`src/rtl/dmaint_pkg.sv`:
```
package dmaint_pkg;
  localparam int ST_WERR = 0;
  localparam int ST_RERR = 1;
  localparam int ST_WINT = 2;
  localparam int ST_RINT = 3;
  localparam int ST_LOC  = 4;
  localparam int ST_EXT  = 5;
  localparam int ST_INT  = 6;
  localparam int ST_W    = 7;
  localparam int FLAG_W  = 4;
  localparam int CF_W    = 3;

  typedef struct packed {
    logic frc;
    logic xen;
    logic men;
  } ctl_t;
endpackage

```
`src/rtl/dmaint_flag_latch.sv`:
```
module dmaint_flag_latch #(
  parameter int W = 4
) (
  input  logic         clk,
  input  logic         rst,
  input  logic [W-1:0] set_i,
  input  logic [W-1:0] clr_i,
  output logic [W-1:0] nxt_o,
  output logic [W-1:0] q_o
);
  logic [W-1:0] q;

  always_comb nxt_o = (q & ~clr_i) | set_i;

  always_ff @(posedge clk) begin
    if (rst) q <= '0;
    else     q <= nxt_o;
  end

  assign q_o = q;

  // a set event is visible on the next edge
  p_set_visible_r3: assert property (@(posedge clk) disable iff (rst)
    (set_i != '0) |=> ((q & $past(set_i)) == $past(set_i)));

  // a clear without a competing set empties the bit
  p_clear_empties_r4: assert property (@(posedge clk) disable iff (rst)
    ((clr_i & ~set_i) != '0) |=> ((q & $past(clr_i & ~set_i)) == '0));

  // flags hold when nothing touches them
  p_hold_r3: assert property (@(posedge clk) disable iff (rst)
    (set_i == '0 && clr_i == '0) |=> $stable(q));
endmodule

```
`src/rtl/dmaint_chan.sv`:
```
module dmaint_chan
  import dmaint_pkg::*;
(
  input  logic            clk,
  input  logic            rst,
  input  logic            wr_done,
  input  logic            rd_done,
  input  logic            abort_tgt,
  input  logic            abort_mst,
  input  logic            xfer_rd,
  input  logic            desc_chk_wr,
  input  logic            desc_chk_rd,
  input  logic            desc_dir,
  input  logic            ext_irq,
  input  logic            ctl_we,
  input  logic [CF_W-1:0] ctl_wdata,
  input  logic            clr_we,
  input  logic [FLAG_W-1:0] clr_mask,
  output logic [ST_W-1:0] stat_o,
  output logic            int_nxt_o,
  output logic            int_o
);
  ctl_t ctl_q, ctl_nxt;
  logic ext_q;
  logic int_q;
  logic any_abort;
  logic werr_set, rerr_set;
  logic [FLAG_W-1:0] fl_set, fl_clr, fl_nxt, fl_q;

  always_comb begin
    any_abort = abort_tgt | abort_mst;
    werr_set  = (any_abort & ~xfer_rd) | (desc_chk_wr &  desc_dir);
    rerr_set  = (any_abort &  xfer_rd) | (desc_chk_rd & ~desc_dir);
    fl_set    = '0;
    fl_set[ST_WERR] = werr_set;
    fl_set[ST_RERR] = rerr_set;
    fl_set[ST_WINT] = wr_done;
    fl_set[ST_RINT] = rd_done;
    fl_clr    = clr_we ? clr_mask : '0;
  end

  dmaint_flag_latch #(.W(FLAG_W)) u_flags (
    .clk   (clk),
    .rst   (rst),
    .set_i (fl_set),
    .clr_i (fl_clr),
    .nxt_o (fl_nxt),
    .q_o   (fl_q)
  );

  always_comb begin
    ctl_nxt = ctl_we ? ctl_t'(ctl_wdata) : ctl_q;
    int_nxt_o = (ctl_nxt.men & (ctl_nxt.frc | fl_nxt[ST_WINT] | fl_nxt[ST_RINT]))
              | (ctl_nxt.xen & ext_irq);
  end

  always_ff @(posedge clk) begin
    if (rst) begin
      ctl_q <= '0;
      ext_q <= 1'b0;
      int_q <= 1'b0;
    end else begin
      ctl_q <= ctl_nxt;
      ext_q <= ext_irq;
      int_q <= int_nxt_o;
    end
  end

  always_comb begin
    stat_o = '0;
    stat_o[FLAG_W-1:0] = fl_q;
    stat_o[ST_LOC]     = ctl_q.frc;
    stat_o[ST_EXT]     = ext_q;
    stat_o[ST_INT]     = int_q;
  end
  assign int_o = int_q;

  p_abort_wr_r1: assert property (@(posedge clk) disable iff (rst)
    (any_abort && !xfer_rd) |=> fl_q[ST_WERR]);
  p_abort_rd_r1: assert property (@(posedge clk) disable iff (rst)
    (any_abort && xfer_rd) |=> fl_q[ST_RERR]);
  p_desc_wr_r2: assert property (@(posedge clk) disable iff (rst)
    (desc_chk_wr && desc_dir) |=> fl_q[ST_WERR]);
  p_desc_rd_r2: assert property (@(posedge clk) disable iff (rst)
    (desc_chk_rd && !desc_dir) |=> fl_q[ST_RERR]);
  p_force_r5: assert property (@(posedge clk) disable iff (rst)
    (ctl_q.frc && ctl_q.men) |-> int_q);
  p_ext_r6: assert property (@(posedge clk) disable iff (rst)
    (ext_q && ctl_q.xen) |-> int_q);
  p_err_silent_r7: assert property (@(posedge clk) disable iff (rst)
    (!ctl_q.frc && !fl_q[ST_WINT] && !fl_q[ST_RINT] && !ext_q) |-> !int_q);
  p_needs_enable_r8: assert property (@(posedge clk) disable iff (rst)
    int_q |-> (ctl_q.men || ctl_q.xen));
endmodule

```
`src/rtl/dmaint_status_ctrl.sv`:
```
module dmaint_status_ctrl
  import dmaint_pkg::*;
#(
  parameter int NCH = 2
) (
  input  logic                clk,
  input  logic                rst,
  input  logic [NCH-1:0]      wr_done,
  input  logic [NCH-1:0]      rd_done,
  input  logic [NCH-1:0]      abort_tgt,
  input  logic [NCH-1:0]      abort_mst,
  input  logic [NCH-1:0]      xfer_rd,
  input  logic [NCH-1:0]      desc_chk_wr,
  input  logic [NCH-1:0]      desc_chk_rd,
  input  logic [NCH-1:0]      desc_dir,
  input  logic [NCH-1:0]      ext_irq,
  input  logic [NCH-1:0]      ctl_we,
  input  logic [CF_W-1:0]     ctl_wdata,
  input  logic [NCH-1:0]      clr_we,
  input  logic [FLAG_W-1:0]   clr_mask,
  output logic [NCH*ST_W-1:0] stat_o,
  output logic [NCH-1:0]      irq_o,
  output logic                irq_any_o
);
  logic [NCH-1:0] int_nxt;
  logic any_q;

  for (genvar c = 0; c < NCH; c++) begin : g_ch
    dmaint_chan u_ch (
      .clk         (clk),
      .rst         (rst),
      .wr_done     (wr_done[c]),
      .rd_done     (rd_done[c]),
      .abort_tgt   (abort_tgt[c]),
      .abort_mst   (abort_mst[c]),
      .xfer_rd     (xfer_rd[c]),
      .desc_chk_wr (desc_chk_wr[c]),
      .desc_chk_rd (desc_chk_rd[c]),
      .desc_dir    (desc_dir[c]),
      .ext_irq     (ext_irq[c]),
      .ctl_we      (ctl_we[c]),
      .ctl_wdata   (ctl_wdata),
      .clr_we      (clr_we[c]),
      .clr_mask    (clr_mask),
      .stat_o      (stat_o[c*ST_W +: ST_W]),
      .int_nxt_o   (int_nxt[c]),
      .int_o       (irq_o[c])
    );
  end

  always_ff @(posedge clk) begin
    if (rst) any_q <= 1'b0;
    else     any_q <= |int_nxt;
  end
  assign irq_any_o = any_q;

  p_any_matches_r8: assert property (@(posedge clk) disable iff (rst)
    irq_any_o == (irq_o != '0));
endmodule

```
`config.mk`:
```
export PLATFORM = sky130hd
export DESIGN_NAME = dmaint_status_ctrl
export DESIGN_NICKNAME = d
export VERILOG_FILES = /design/src/rtl/dmaint_pkg.sv /design/src/rtl/dmaint_flag_latch.sv /design/src/rtl/dmaint_chan.sv /design/src/rtl/dmaint_status_ctrl.sv
export SDC_FILE = /design/constraint.sdc
export NUM_CORES = 1
export LEC_CHECK = 0
export BUFFER_PORTS_ARGS = -buffer_cell sky130_fd_sc_hd__buf_4
export CAP_MARGIN = 20
export CORE_ASPECT_RATIO = 1.1
export CORE_UTILIZATION = 40
export CTS_CLUSTER_SIZE = 12
export DETAILED_ROUTE_END_ITERATION = 8
export PLACE_DENSITY = 0.77
export SLEW_MARGIN = 20
export SYNTH_ARGS = -nofsm -noshare
export SYNTH_HDL_FRONTEND = slang
export SYNTH_SLANG_ARGS = --single-unit
```
`constraint.sdc`:
```
create_clock -name clk -period 1.2 [get_ports clk]
set_clock_uncertainty 0.15 [all_clocks]
set_input_delay 0.06 -clock clk [delete_from_list [all_inputs] [get_ports clk]]
set_output_delay 0.06 -clock clk [all_outputs]
set_load 0.1 [all_outputs]
```
# Yosys cells after proc, flatten, opt, wreduce, memory -nomap -nowiden
# Cells that the tools add are included.
classes:
  reduce_logical: 1
  bitwise: 34
  mux: 4
ops:
  columns: ["operator", "n"]
  rows:
  - ["AND 1 bit", 12]
  - ["OR 1 bit", 12]
  - ["AND 4 bit", 2]
  - ["two-way mux 4 bit", 2]
  - ["NOT 4 bit", 2]
  - ["OR 4 bit", 2]
  - ["two-way mux 3 bit", 2]
  - ["NOT 1 bit", 4]
  - ["OR reduction 2 bit", 1]
word_totals:
  reg_bits: 19
  output_inout_bits: 17
  input_bits: 31
  word_cells: 52

# Depth between registers and ports, before layout
# Gate-level depths: netlist of run 1.
depth:
  word_depth: 9
  mapped_depth: 4
  depth_no_buf: 4

# Modules after synthesis
# Synthesis of run 1 repeated with hierarchy kept, for this count alone.
unflattened:
  hier_cells: 98
  hier_area_um2: 920.9
by_module_without_submodules:
  columns: ["mod", "cells_per_inst", "instances", "area_each_um2", "seq_area_each_um2"]
  rows:
  - ["dmaint_chan", 28, 2, 260.2, 100.1]
  - ["dmaint_flag_latch", 20, 2, 185.2, 80.1]
  - ["dmaint_status_ctrl", 2, 1, 30.0, 20.0]

# Worst setup path after synthesis of run 1
# No wires, ideal clock.
synth_timing:
  kind: "reg-to-reg"
  from: "reg g_ch[1].u_ch.u_flags.q[3]"
  to: "reg any_q, in the netlist irq_any_o"
  setup_slack_ns: -0.588
  required_time_ns: 0.986
  path_buffers: 0
  path_stages_with_launch: 4
  synth_period_minus_slack_ns: 1.788
  arrival_time_ns: 1.574
  setup_time_ns: 0.064
  cell_sequence: "dfxtp_1 > a21oi_1 > a311o_1 > nand4_1"
synth_via:
  elab_chain_len: 6
synth_lines:
  columns: ["element", "line", "text"]
  rows:
  - ["start, declared", "dmaint_flag_latch.sv:11", "logic [W-1:0] q;"]
  - ["start signal, assigned", "dmaint_flag_latch.sv:17", "else q <= nxt_o;"]
  - ["AND 4 bit", "dmaint_flag_latch.sv:13", "always_comb nxt_o = (q & ~clr_i) | set_i;"]
  - ["OR 4 bit", "dmaint_flag_latch.sv:13", null]
  - ["OR 1 bit", "dmaint_chan.sv:53", "int_nxt_o = (ctl_nxt.men & (ctl_nxt.frc | fl_nxt[ST_WINT] | fl_nxt[ST_RINT]))"]
  - ["AND 1 bit", "dmaint_chan.sv:53", null]
  - ["OR 1 bit", "dmaint_chan.sv:54", "| (ctl_nxt.xen & ext_irq);"]
  - ["OR reduction 2 bit", "dmaint_status_ctrl.sv:53", "else any_q <= |int_nxt;"]
  - ["end signal, assigned", "dmaint_status_ctrl.sv:53", null]
  - ["end, declared", "dmaint_status_ctrl.sv:26", "logic any_q;"]
# No other way between the ends.
# A chain may end at the register's enable or synchronous reset.

# Final worst setup path of run 1
layout_timing:
  from: "reg g_ch[0].u_ch.u_flags.q[0]"
  to: "out stat_o[0]"
layout_rtl:
  columns: ["element", "line", "text"]
  rows:
  - ["start, declared", "dmaint_flag_latch.sv:11", null]
  - ["start signal, assigned", "dmaint_flag_latch.sv:17", null]
  - ["end, declared", "dmaint_status_ctrl.sv:21", "output logic [NCH*ST_W-1:0] stat_o,"]
# No word-level cell between the ends.

==> summary.md, run 1 <==
| Metric | Value |
|---|---|
| Routed wire per std cell | 12.9 um |
| R2r worst-path depth | 3 |
| Via count | 796 |
| Most common cell after layout, fill and taps aside | buf_4 |
| CTS max path bufs | 2 |
| Hold path depth | 3 |
| Nets | 176 |
| CTS tree | built |
| Net Count, Synth | 113 |
| Endpoints failing setup | 0 |
| Total track usage | 0.218 |
| Layout cell share with drive strength beyond 1 | 0.479 |
| Fin. max-slew vios | 0 |
| Synth cell types | 14 |
| Post-CTS repair timing setup buffer count | 0 |
| Largest net degree at the start of global routing | 19 |
| Post-Place Worst Slack | 0.124 ns |
| Area grow syn2layout | 83.7% |
| CP required | 0.99 ns |
| Leakage | 0.633 nW |
| Placed wire-length estimate | 1.37 mm |
| Failing checks | hold timing |
| Pwr per Cell Area | 1240 nW/um2 |
| Switching Fraction | 0.389 |
| Die ar. | 2020 um2 |
| Num CTS Buffers | 3 |
| Slew @ Worst Pin | 0.286 ns |
| Commonest non-fill, non-tap cells in the layout | buf_4 (46), dlygate4sd3_1 (22), nor2_1 (16) |
| Detailed Route WL | 2.08 mm |
| Internal | 1.02 mW |
| DRC viols | 0 |
| Drt pass-1 iters | 4 |
| Yosys warns | 0 |
| Max-cap check violation count | 0 |
| Worst min path class | in2reg |
| Total overflow reported by the global router | 0 |
| Combinational share of power | 0.393 |
| I/O Buffers | 47 |
| FP Rows | 15 |
| Die Ht | 47.1 um |
| First DRT Iteration DRCs | 19 |
| CP Capture Type | primary output |
| Beginning of the worst hold path | ctl_wdata[2] |
| CTS root buffer | clkbuf_4 |
| Top Ports | 48 |
| Crit-path max FO | 2 |
| Critical path's slowest cell | dfxtp_2 |
| Vias in the first global route | 754 |
| Final period utilization | 0.965 |
| Syn Std Cell Area | 738 um2 |
| R2r setup slk | 0.13 ns |
| Fin worst setup slack | 0.0426 ns |
| H-tree level count | 1 |
| Seq cells post-synth | 19 |
| Worst hold path endpoint | g_ch[0].u_ch.stat_o[4] |
| Antenna violations before repair | 0 |
| Post-Syn Instances | 82 |
| First-pass GRT wire length | 3.19 mm |
| Final ANT Viol Nets | 0 |
| Status | complete, but fails checks |
| Initial Util | 0.447 |
| Cell Chain, Critical Path | buf_4 |
| Minimum clock period after layout | 1.16 ns |
| Worst path max stage delay | 0.36 ns |
| RSZ-0062 raised after global routing | yes |
| Worst skew pair latency | 0.29 ns |
| Seq pwr share | 0.419 |
| Max VDD drop | 0.769 mV |
| Buffer and inverter count on the worst path | 1 |
| Area of the core | 1650 um2 |
| Drt via density | 4.94 |
| Top delay family on crit path | flip-flops |
| Slew HR | 0.811 |
| # diodes | 0 |
| Critical R2R Launch | g_ch[0].u_ch.u_flags.q_o[2] |
| Clock network fraction of design power | 0.188 |
| NetSw | 652 uW |
| Worst hold slack | -0.115 ns |
| Clk sinks | 19 |
| Hold Buf Count CTS | 22 |
| Worst-path clk slew | 0.10 ns |
| Die Width | 43.0 um |
| Worst EP arrival | 0.95 ns |
| Proportion of synthesized chip area in sequential cells | 0.515 |
| Syn_area_per_cell | 9.00 um2 |
| Placer Congestion | 0.698 |
| FF-to-FF End | irq_any_o |
| Startpoint Class | register |
| Final-report hold violation count | 12 |
| Setup CP Type | reg2out |
| Max Freq | 0.864 GHz |
per-layer routing:
layer | track usage | share of wire | up-vias | wire length (um)
met2 | 0.430 | 0.50 | 40 | 1040
met1 | 0.227 | 0.41 | 359 | 849
met4 | 0.0909 | 0.016 | 0 | 34
li1 | - | - | 392 | -
met3 | 0.0500 | 0.072 | 5 | 150
met5 | 0 | 0 | - | 0
power groups by stage:
stage / combinational [mW] / clock (mW) / sequential, mW
floorplan: 0.251 / 0 / 0.897
global placement: 0.576 / 0 / 0.713
detailed placement: 0.581 / 0 / 0.714
CTS: 0.638 / 0.319 / 0.700
global route: 0.686 / 0.349 / 0.707
finish: 0.658 / 0.315 / 0.702
cell type report:
| cell class | count | area [um2] |
|---|---|---|
| Sequential cell | 19 | 400 |
| Fill cell | 106 | 295 |
| Multi-Input combinational cell | 53 | 343 |
| Timing Repair Buffer | 68 | 566 |
| Clock buffer | 4 | 26.3 |
| Tap cell | 17 | 21.3 |
worst max path at each step:
stage | cells after the start | slack (ns) | from | end
floorplan | 3 | -0.07 | g_ch[1].u_ch.u_flags.q_o[2] | irq_any_o
global placement | 3 | 0.14 | g_ch[1].u_ch.stat_o[4] | irq_any_o
detailed placement | 3 | 0.12 | g_ch[1].u_ch.u_flags.q_o[2] | irq_any_o
CTS | 1 | 0.04 | g_ch[0].u_ch.int_o | irq_o[0]
global route | 5 | -0.002 | ctl_wdata[0] | irq_any_o
finish | 1 | 0.04 | g_ch[0].u_ch.u_flags.q_o[0] | stat_o[0]
through the flow:
stage	util	setup TNS, ns	power, mW	std cells	cell area [um2]
floorplan	-	-0.139	1.15	82	773
global placement	0.653	0	1.29	136	1080
detailed placement	0.653	0	1.30	136	1080
CTS	0.802	0	1.66	162	1330
global route	0.821	-0.00206	1.74	161	1360
finish	0.821	0	1.68	161	1360
synth_stat cells (all sizes together):
| master | n | share of area |
|---|---|---|
| nand2 | 10 | 0.051 |
| nor2b | 4 | 0.034 |
| a21oi | 8 | 0.054 |
| clkbuf | 1 | 0.0051 |
| mux2i | 6 | 0.081 |
| nand4 | 1 | 0.0085 |
| nor2 | 16 | 0.081 |
| a311o | 2 | 0.027 |
| nand2b | 2 | 0.017 |
| o21ai | 2 | 0.014 |
| buf | 9 | 0.088 |
| a221oi | 2 | 0.024 |
| dfxtp | 19 | 0.52 |
kinds of logic after synthesis:
family | count (synthesis) | share of synthesized area
AND/OR/NAND/NOR | 33 | 0.192
flip-flops | 19 | 0.515
buffers and inverters | 10 | 0.0932
multiplexers | 6 | 0.0814
AO/OA/AOI/OAI | 14 | 0.119
timing repair:
| action | in CTS | in global routing |
|---|---|---|
| gates resized for setup | 0 | 8 |
| endpoints found under the setup margin | 0 | 3 |
| endpoints found under the hold margin | 16 | 9 |
sequential cells by signal, indices dropped and copies added (netlist names):
| register | cells |
|---|---|
| g_ch.u_ch.u_flags.q_o | 8 |
| g_ch.u_ch.int_o | 2 |
| g_ch.u_ch.ext_q | 2 |
| irq_any_o | 1 |
| g_ch.u_ch.stat_o | 2 |
| g_ch.u_ch.ctl_q | 4 |
(Power assumes the default switching activity.)
==> run 2: changes to the inputs <==
--- a/config.mk
+++ b/config.mk
@@ -13,4 +13,5 @@
 export DETAILED_ROUTE_END_ITERATION = 8
 export PLACE_DENSITY = 0.77
+export RECOVER_POWER = 100
 export SLEW_MARGIN = 20
 export SYNTH_ARGS = -nofsm -noshare
==> constraint.sdc (replaced) <==
create_clock -name clk -period 1.2 [get_ports clk]
set_clock_uncertainty 0.15 [all_clocks]
set_input_delay 0.24 -clock clk [delete_from_list [all_inputs] [get_ports clk]]
set_output_delay 0.24 -clock clk [all_outputs]
set_load 0.1 [all_outputs]
==> run 2 against run 1 <==
  * The flow finishes with violations (setup timing)
  * Global-route usage down 0.51 points
  * Setup slack got worse by 0.080 ns
  * Count of clock-buffer cells in the layout unchanged
  * Critical endpoint is now stat_o[10]
  * Sequential power is 3.8% higher
  * Maximum frequency is 6.5% lower
  * Highest routed layer unchanged
  * Largest cell class unchanged
  * Routed wire length grew 4.9%
  * Combinational power is 11% higher
  * Core utilization up 2.5 points
  * Cell count down 11%
  * Critical path depth stayed put
  * Sequential share of layout area is 0.29 points higher
==> summary.md, run 2 (synthesis results as in run 1) <==
| Metric | Value |
|---|---|
| Worst min path class | in2reg |
| Die ar. | 2020 um2 |
| Via count | 743 |
| Top Ports | 48 |
| Critical R2R Launch | g_ch[0].u_ch.u_flags.q_o[2] |
| First-pass GRT wire length | 3.10 mm |
| Final Cell Area | 1400 um2 |
| Antenna violations before repair | 0 |
| Max VDD drop | 0.827 mV |
| Num CTS Buffers | 3 |
| Startpoint Class | register |
| Switching Fraction | 0.378 |
| Buffer and inverter count on the worst path | 1 |
| CTS root buffer | clkbuf_4 |
| FP Rows | 15 |
| Failing checks | setup timing |
| Slew HR | 0.468 |
| RSZ-0062 raised after global routing | yes |
| DRC viols | 0 |
| Cell Chain, Critical Path | buf_12 |
| Internal | 1.10 mW |
| Setup CP Type | reg2out |
| Leakage | 0.629 nW |
| Cells after DPL | 136 |
| Drt via density | 5.16 |
| Initial Util | 0.447 |
| Pwr Total | 1.77 mW |
| Layout cell share with drive strength beyond 1 | 0.567 |
| Area grow syn2layout | 89.3% |
| Most common cell after layout, fill and taps aside | buf_4 |
| Endpoints failing setup | 17 |
| Largest register FFs | 8 |
| Worst path max stage delay | 0.38 ns |
| Setup TNS | -0.418 ns |
| Die Width | 43.0 um |
| Worst skew pair latency | 0.29 ns |
| Largest net degree at the start of global routing | 19 |
| Total track usage | 0.213 |
| Worst hold path endpoint | g_ch[1].u_ch.u_flags.q_o[2] |
| Worst EP arrival | 0.85 ns |
| NetSw | 670 uW |
| Combinational share of power | 0.414 |
| Worst-path clk slew | 0.10 ns |
| Max Freq | 0.808 GHz |
| Area of the core | 1650 um2 |
| # diodes | 0 |
| Placed cell area | 1080 um2 |
| Clk sinks | 19 |
| Commonest non-fill, non-tap cells in the layout | buf_4 (31), buf_12 (17), nor2_1 (16) |
| Final period utilization | 1.03 |
| CP required | 0.81 ns |
| CP Capture Type | primary output |
| CTS max path bufs | 2 |
| I/O Buffers | 47 |
| Beginning of the worst hold path | wr_done[1] |
| Detailed Route WL | 2.18 mm |
| Clock network fraction of design power | 0.174 |
| R2r setup slk | -0.02 ns |
| Fin worst setup slack | -0.0374 ns |
| Vias in the first global route | 759 |
| Slew @ Worst Pin | 0.798 ns |
| Seq pwr share | 0.412 |
| Final-report hold violation count | 0 |
| Nets | 159 |
| CTS tree | built |
| R2r worst-path depth | 4 |
| FF-to-FF End | irq_any_o |
| Final ANT Viol Nets | 0 |
| Pwr per Cell Area | 1270 nW/um2 |
| Routed wire per std cell | 15.1 um |
| Max-cap check violation count | 0 |
| Minimum clock period after layout | 1.24 ns |
| Total overflow reported by the global router | 0 |
| Status | complete, but fails checks |
| Crit-path max FO | 2 |
| H-tree level count | 1 |
| Die Ht | 47.1 um |
| Fin. max-slew vios | 0 |
| Top delay family on crit path | flip-flops |
| Hold path depth | 3 |
| First DRT Iteration DRCs | 7 |
| Placer Congestion | 0.710 |
| Critical path's slowest cell | dfxtp_4 |
| Placed wire-length estimate | 1.33 mm |
| Post-Place Worst Slack | 0.00495 ns |
| Post-route insts no fill | 144 |
| Drt pass-1 iters | 5 |
==> run 2: cell count changes in the layout (fill, tap and decap cells not counted), sizes merged <==
cell,before,now
clkbuf,4,5
buf,46,50
dlygate4sd3,22,0
==> run 2: final cells by class <==
cell class,count,area [um2]
clock buffer,4,26.3
fill,94,254
multi-input combinational,53,334
sequential,19,417
tap,17,21.3
timing repair buffer,51,599
==> run 2: how the worst max path moves through the flow <==
| stage | cells past startpoint | startpoint | endpoint | slack (ns) |
|---|---|---|---|---|
| 6_report | 1 | g_ch[1].u_ch.u_flags.q_o[3] | stat_o[10] | -0.04 |
| 5_1_grt | 1 | g_ch[0].u_ch.int_o | irq_o[0] | -0.07 |
| 4_1_cts | 1 | g_ch[0].u_ch.int_o | irq_o[0] | -0.05 |
| 3_5_place_dp | 4 | ctl_we[0] | irq_any_o | 0.005 |
| 3_3_place_gp | 4 | ctl_we[1] | irq_any_o | 0.02 |
| 2_1_floorplan | 3 | g_ch[1].u_ch.u_flags.q_o[2] | irq_any_o | -0.07 |
==> run 2: tightest hold or removal path, stage by stage <==
cell	delay, ns
buf_4	0.09
a21oi_4	0.03
nor2_1	0.07
==> run 2: per-stage QoR <==
| stage | hold WS, ns | utilization |
|---|---|---|
| 2_1_floorplan | 0.204 | - |
| 5_1_grt | 0.0311 | 0.846 |
| 3_3_place_gp | 0.307 | 0.654 |
| 3_5_place_dp | 0.308 | 0.654 |
| 4_1_cts | 0.00863 | 0.824 |
| 6_report | 0.0189 | 0.846 |
==> run 2: timing repair <==
action / 4_1_cts / 5_1_grt
hold buffers: 0 / 0
hold endpoints to repair: 0 / 0
gates resized for setup: 59 / 7
endpoints found under the setup margin: 17 / 20
setup buffers: 4 / 0
pin swaps: 0 / 4
==> run 2: routing by layer <==
metal  GRT usage  wire length, um  vias to the layer above
met3      0.0615              201                        2
met1       0.196              745                      334
met4      0.0364               14                        0
met5           0                0                        -
met2       0.470             1220                       49
li1            -                -                      358
==> run 2: power groups by stage <==
stage	Sequential, mW	Clock, mW	Combinational [mW]
floorplan	0.899	0	0.251
global placement	0.714	0	0.574
detailed placement	0.715	0	0.581
CTS	0.726	0.315	0.711
global route	0.734	0.347	0.756
finish	0.729	0.308	0.733
==> run 3: changes to the inputs <==
--- a/constraint.sdc
+++ b/constraint.sdc
@@ -3,3 +3,3 @@
 set_input_delay 0.24 -clock clk [delete_from_list [all_inputs] [get_ports clk]]
 set_output_delay 0.24 -clock clk [all_outputs]
-set_load 0.1 [all_outputs]
+set_load 0.01 [all_outputs]
==> run 3 against run 2 <==
  * The flow now finishes without violations
  * Count of clock-buffer cells in the layout is the same
  * Setup slack gained 0.083 ns
  * Die area is the same
  * Via count shrank 7.3%
  * Critical endpoint is now stat_o[3]
  * Largest cell class is now flip-flops and latches
  * Largest power group is now registers
==> summary.md, run 3 (synthesis results as in run 1) <==
| Metric | Value |
|---|---|
| Status | finished clean |
| Post-CTS repair timing setup buffer count | 0 |
| Max Freq | 0.866 GHz |
| First DRT Iteration DRCs | 5 |
| # diodes | 0 |
| DRC viols | 0 |
| Leakage | 0.536 nW |
| Final-report hold violation count | 0 |
| Worst EP arrival | 0.76 ns |
| Area grow syn2layout | 45.3% |
| Top delay family on crit path | flip-flops |
| Top Ports | 48 |
| Endpoints failing setup | 0 |
| Cell Chain, Critical Path | buf_4 |
| Pwr Total | 1.27 mW |
| Placer Congestion | 0.791 |
| Final ANT Viol Nets | 0 |
| Die Ht | 47.1 um |
| Clk sinks | 19 |
| Via count | 689 |
| Crit-path max FO | 2 |
| Largest net degree at the start of global routing | 19 |
| Fin. max-slew vios | 0 |
| Total overflow reported by the global router | 0 |
| Nets | 155 |
| Setup CP Type | reg2out |
| Slew @ Worst Pin | 0.218 ns |
| Layout fillers | 154 |
| Drt via density | 4.92 |
| I/O Buffers | 47 |
| Largest register FFs | 8 |
| Drt pass-1 iters | 2 |
| Worst min path class | in2reg |
| Routed wire per std cell | 11.3 um |
| Worst-path clk slew | 0.10 ns |
| Initial Util | 0.447 |
| Placed cell area | 1040 um2 |
| Critical path's slowest cell | dfxtp_1 |
| Total track usage | 0.181 |
| Area of the core | 1650 um2 |
| Buffer and inverter count on the worst path | 1 |
| Max-cap check violation count | 0 |
| CTS max path bufs | 2 |
| Slew HR | 0.851 |
| Final period utilization | 0.962 |
| Minimum clock period after layout | 1.15 ns |
| RSZ-0062 raised after global routing | yes |
| Antenna violations before repair | 0 |
| Vias in the first global route | 650 |
| FP Rows | 15 |
| Placed wire-length estimate | 1.34 mm |
| CTS tree | built |
| Die ar. | 2020 um2 |
| Worst path max stage delay | 0.35 ns |
| Startpoint Class | register |
| Layout cell share with drive strength beyond 1 | 0.423 |
| Final Cell Area | 1070 um2 |
| Commonest non-fill, non-tap cells in the layout | buf_4 (47), dfxtp_1 (17), nor2_1 (16) |
| CP required | 0.81 ns |
| CTS root buffer | clkbuf_4 |
| Layout Utilization | 0.649 |
| Die Width | 43.0 um |
| R2r setup slk | 0.07 ns |
| CP Capture Type | primary output |
| Pwr per Cell Area | 1180 nW/um2 |
| First-pass GRT wire length | 2.60 mm |
| Max VDD drop | 0.597 mV |
| Detailed Route WL | 1.59 mm |
| Most common cell after layout, fill and taps aside | buf_4 |
| Worst skew pair latency | 0.29 ns |
| H-tree level count | 1 |
| Num CTS Buffers | 3 |
==> run 3: cell types whose count changed in the layout (fill, tap and decap cells not counted) <==
cell	change
a21oi_1	+4
a21oi_4	-4
buf_12	-17
buf_4	+16
buf_6	-2
clkbuf_1	-1
dfxtp_1	+13
dfxtp_2	-6
dfxtp_4	-7
==> run 3: final cells by class <==
cell class | instances | area, um2 | area share
Tap cell | 17 | 21.3 | 0.0198
Clock buffer | 4 | 26.3 | 0.0245
Timing Repair Buffer | 47 | 353 | 0.329
Sequential cell | 19 | 383 | 0.357
Multi-Input combinational cell | 53 | 289 | 0.270
==> run 3: worst min-delay path: stages <==
cell and delay, ns:
buf_4 0.08, a21oi_1 0.04, nor2_1 0.07
==> run 3: power by group <==
group / total (mW) / switching (mW) / internal (mW)
combinational: 0.263 / 0.109 / 0.154
clock: 0.304 / 0.175 / 0.129
sequential: 0.698 / 0.0199 / 0.678
total: 1.27 / 0.303 / 0.962
==> run 3: worst paths after layout <==
check,startpoint,depth (start not counted),end
setup / recovery,g_ch[0].u_ch.u_flags.q_o[3],1,stat_o[3]
setup reg to reg,g_ch[0].u_ch.u_flags.q_o[3],3,irq_any_o
hold reg to reg,g_ch[1].u_ch.ctl_q[1],2,g_ch[1].u_ch.ctl_q[1]
hold / removal,rd_done[1],3,g_ch[1].u_ch.u_flags.q_o[3]
==> run 3: per-stage QoR <==
step / instances / hold WS [ns] / setup TNS, ns / setup WS, ns
global placement: 136 / 0.314 / 0 / 0.0285
detailed placement: 136 / 0.321 / -0.0198 / -0.0198
global route: 140 / 0.0148 / -0.00909 / -0.00673
CTS: 140 / 0.0154 / 0 / 0.0172
floorplan: 82 / 0.218 / 0 / 0.109
finish: 140 / 0.0231 / 0 / 0.0455
==> run 3: what timing repair did <==
action,in CTS,in global routing
resized for setup,0,3
hold buffers,0,0
endpoints found under the setup margin,0,4
==> run 3: routing by layer <==
metal | global-route usage | wire, um | vias up
li1 | - | - | 352
met1 | 0.206 | 666 | 301
met2 | 0.303 | 754 | 32
met3 | 0.0462 | 123 | 4
met4 | 0.127 | 44 | 0
met5 | 0 | 0 | -
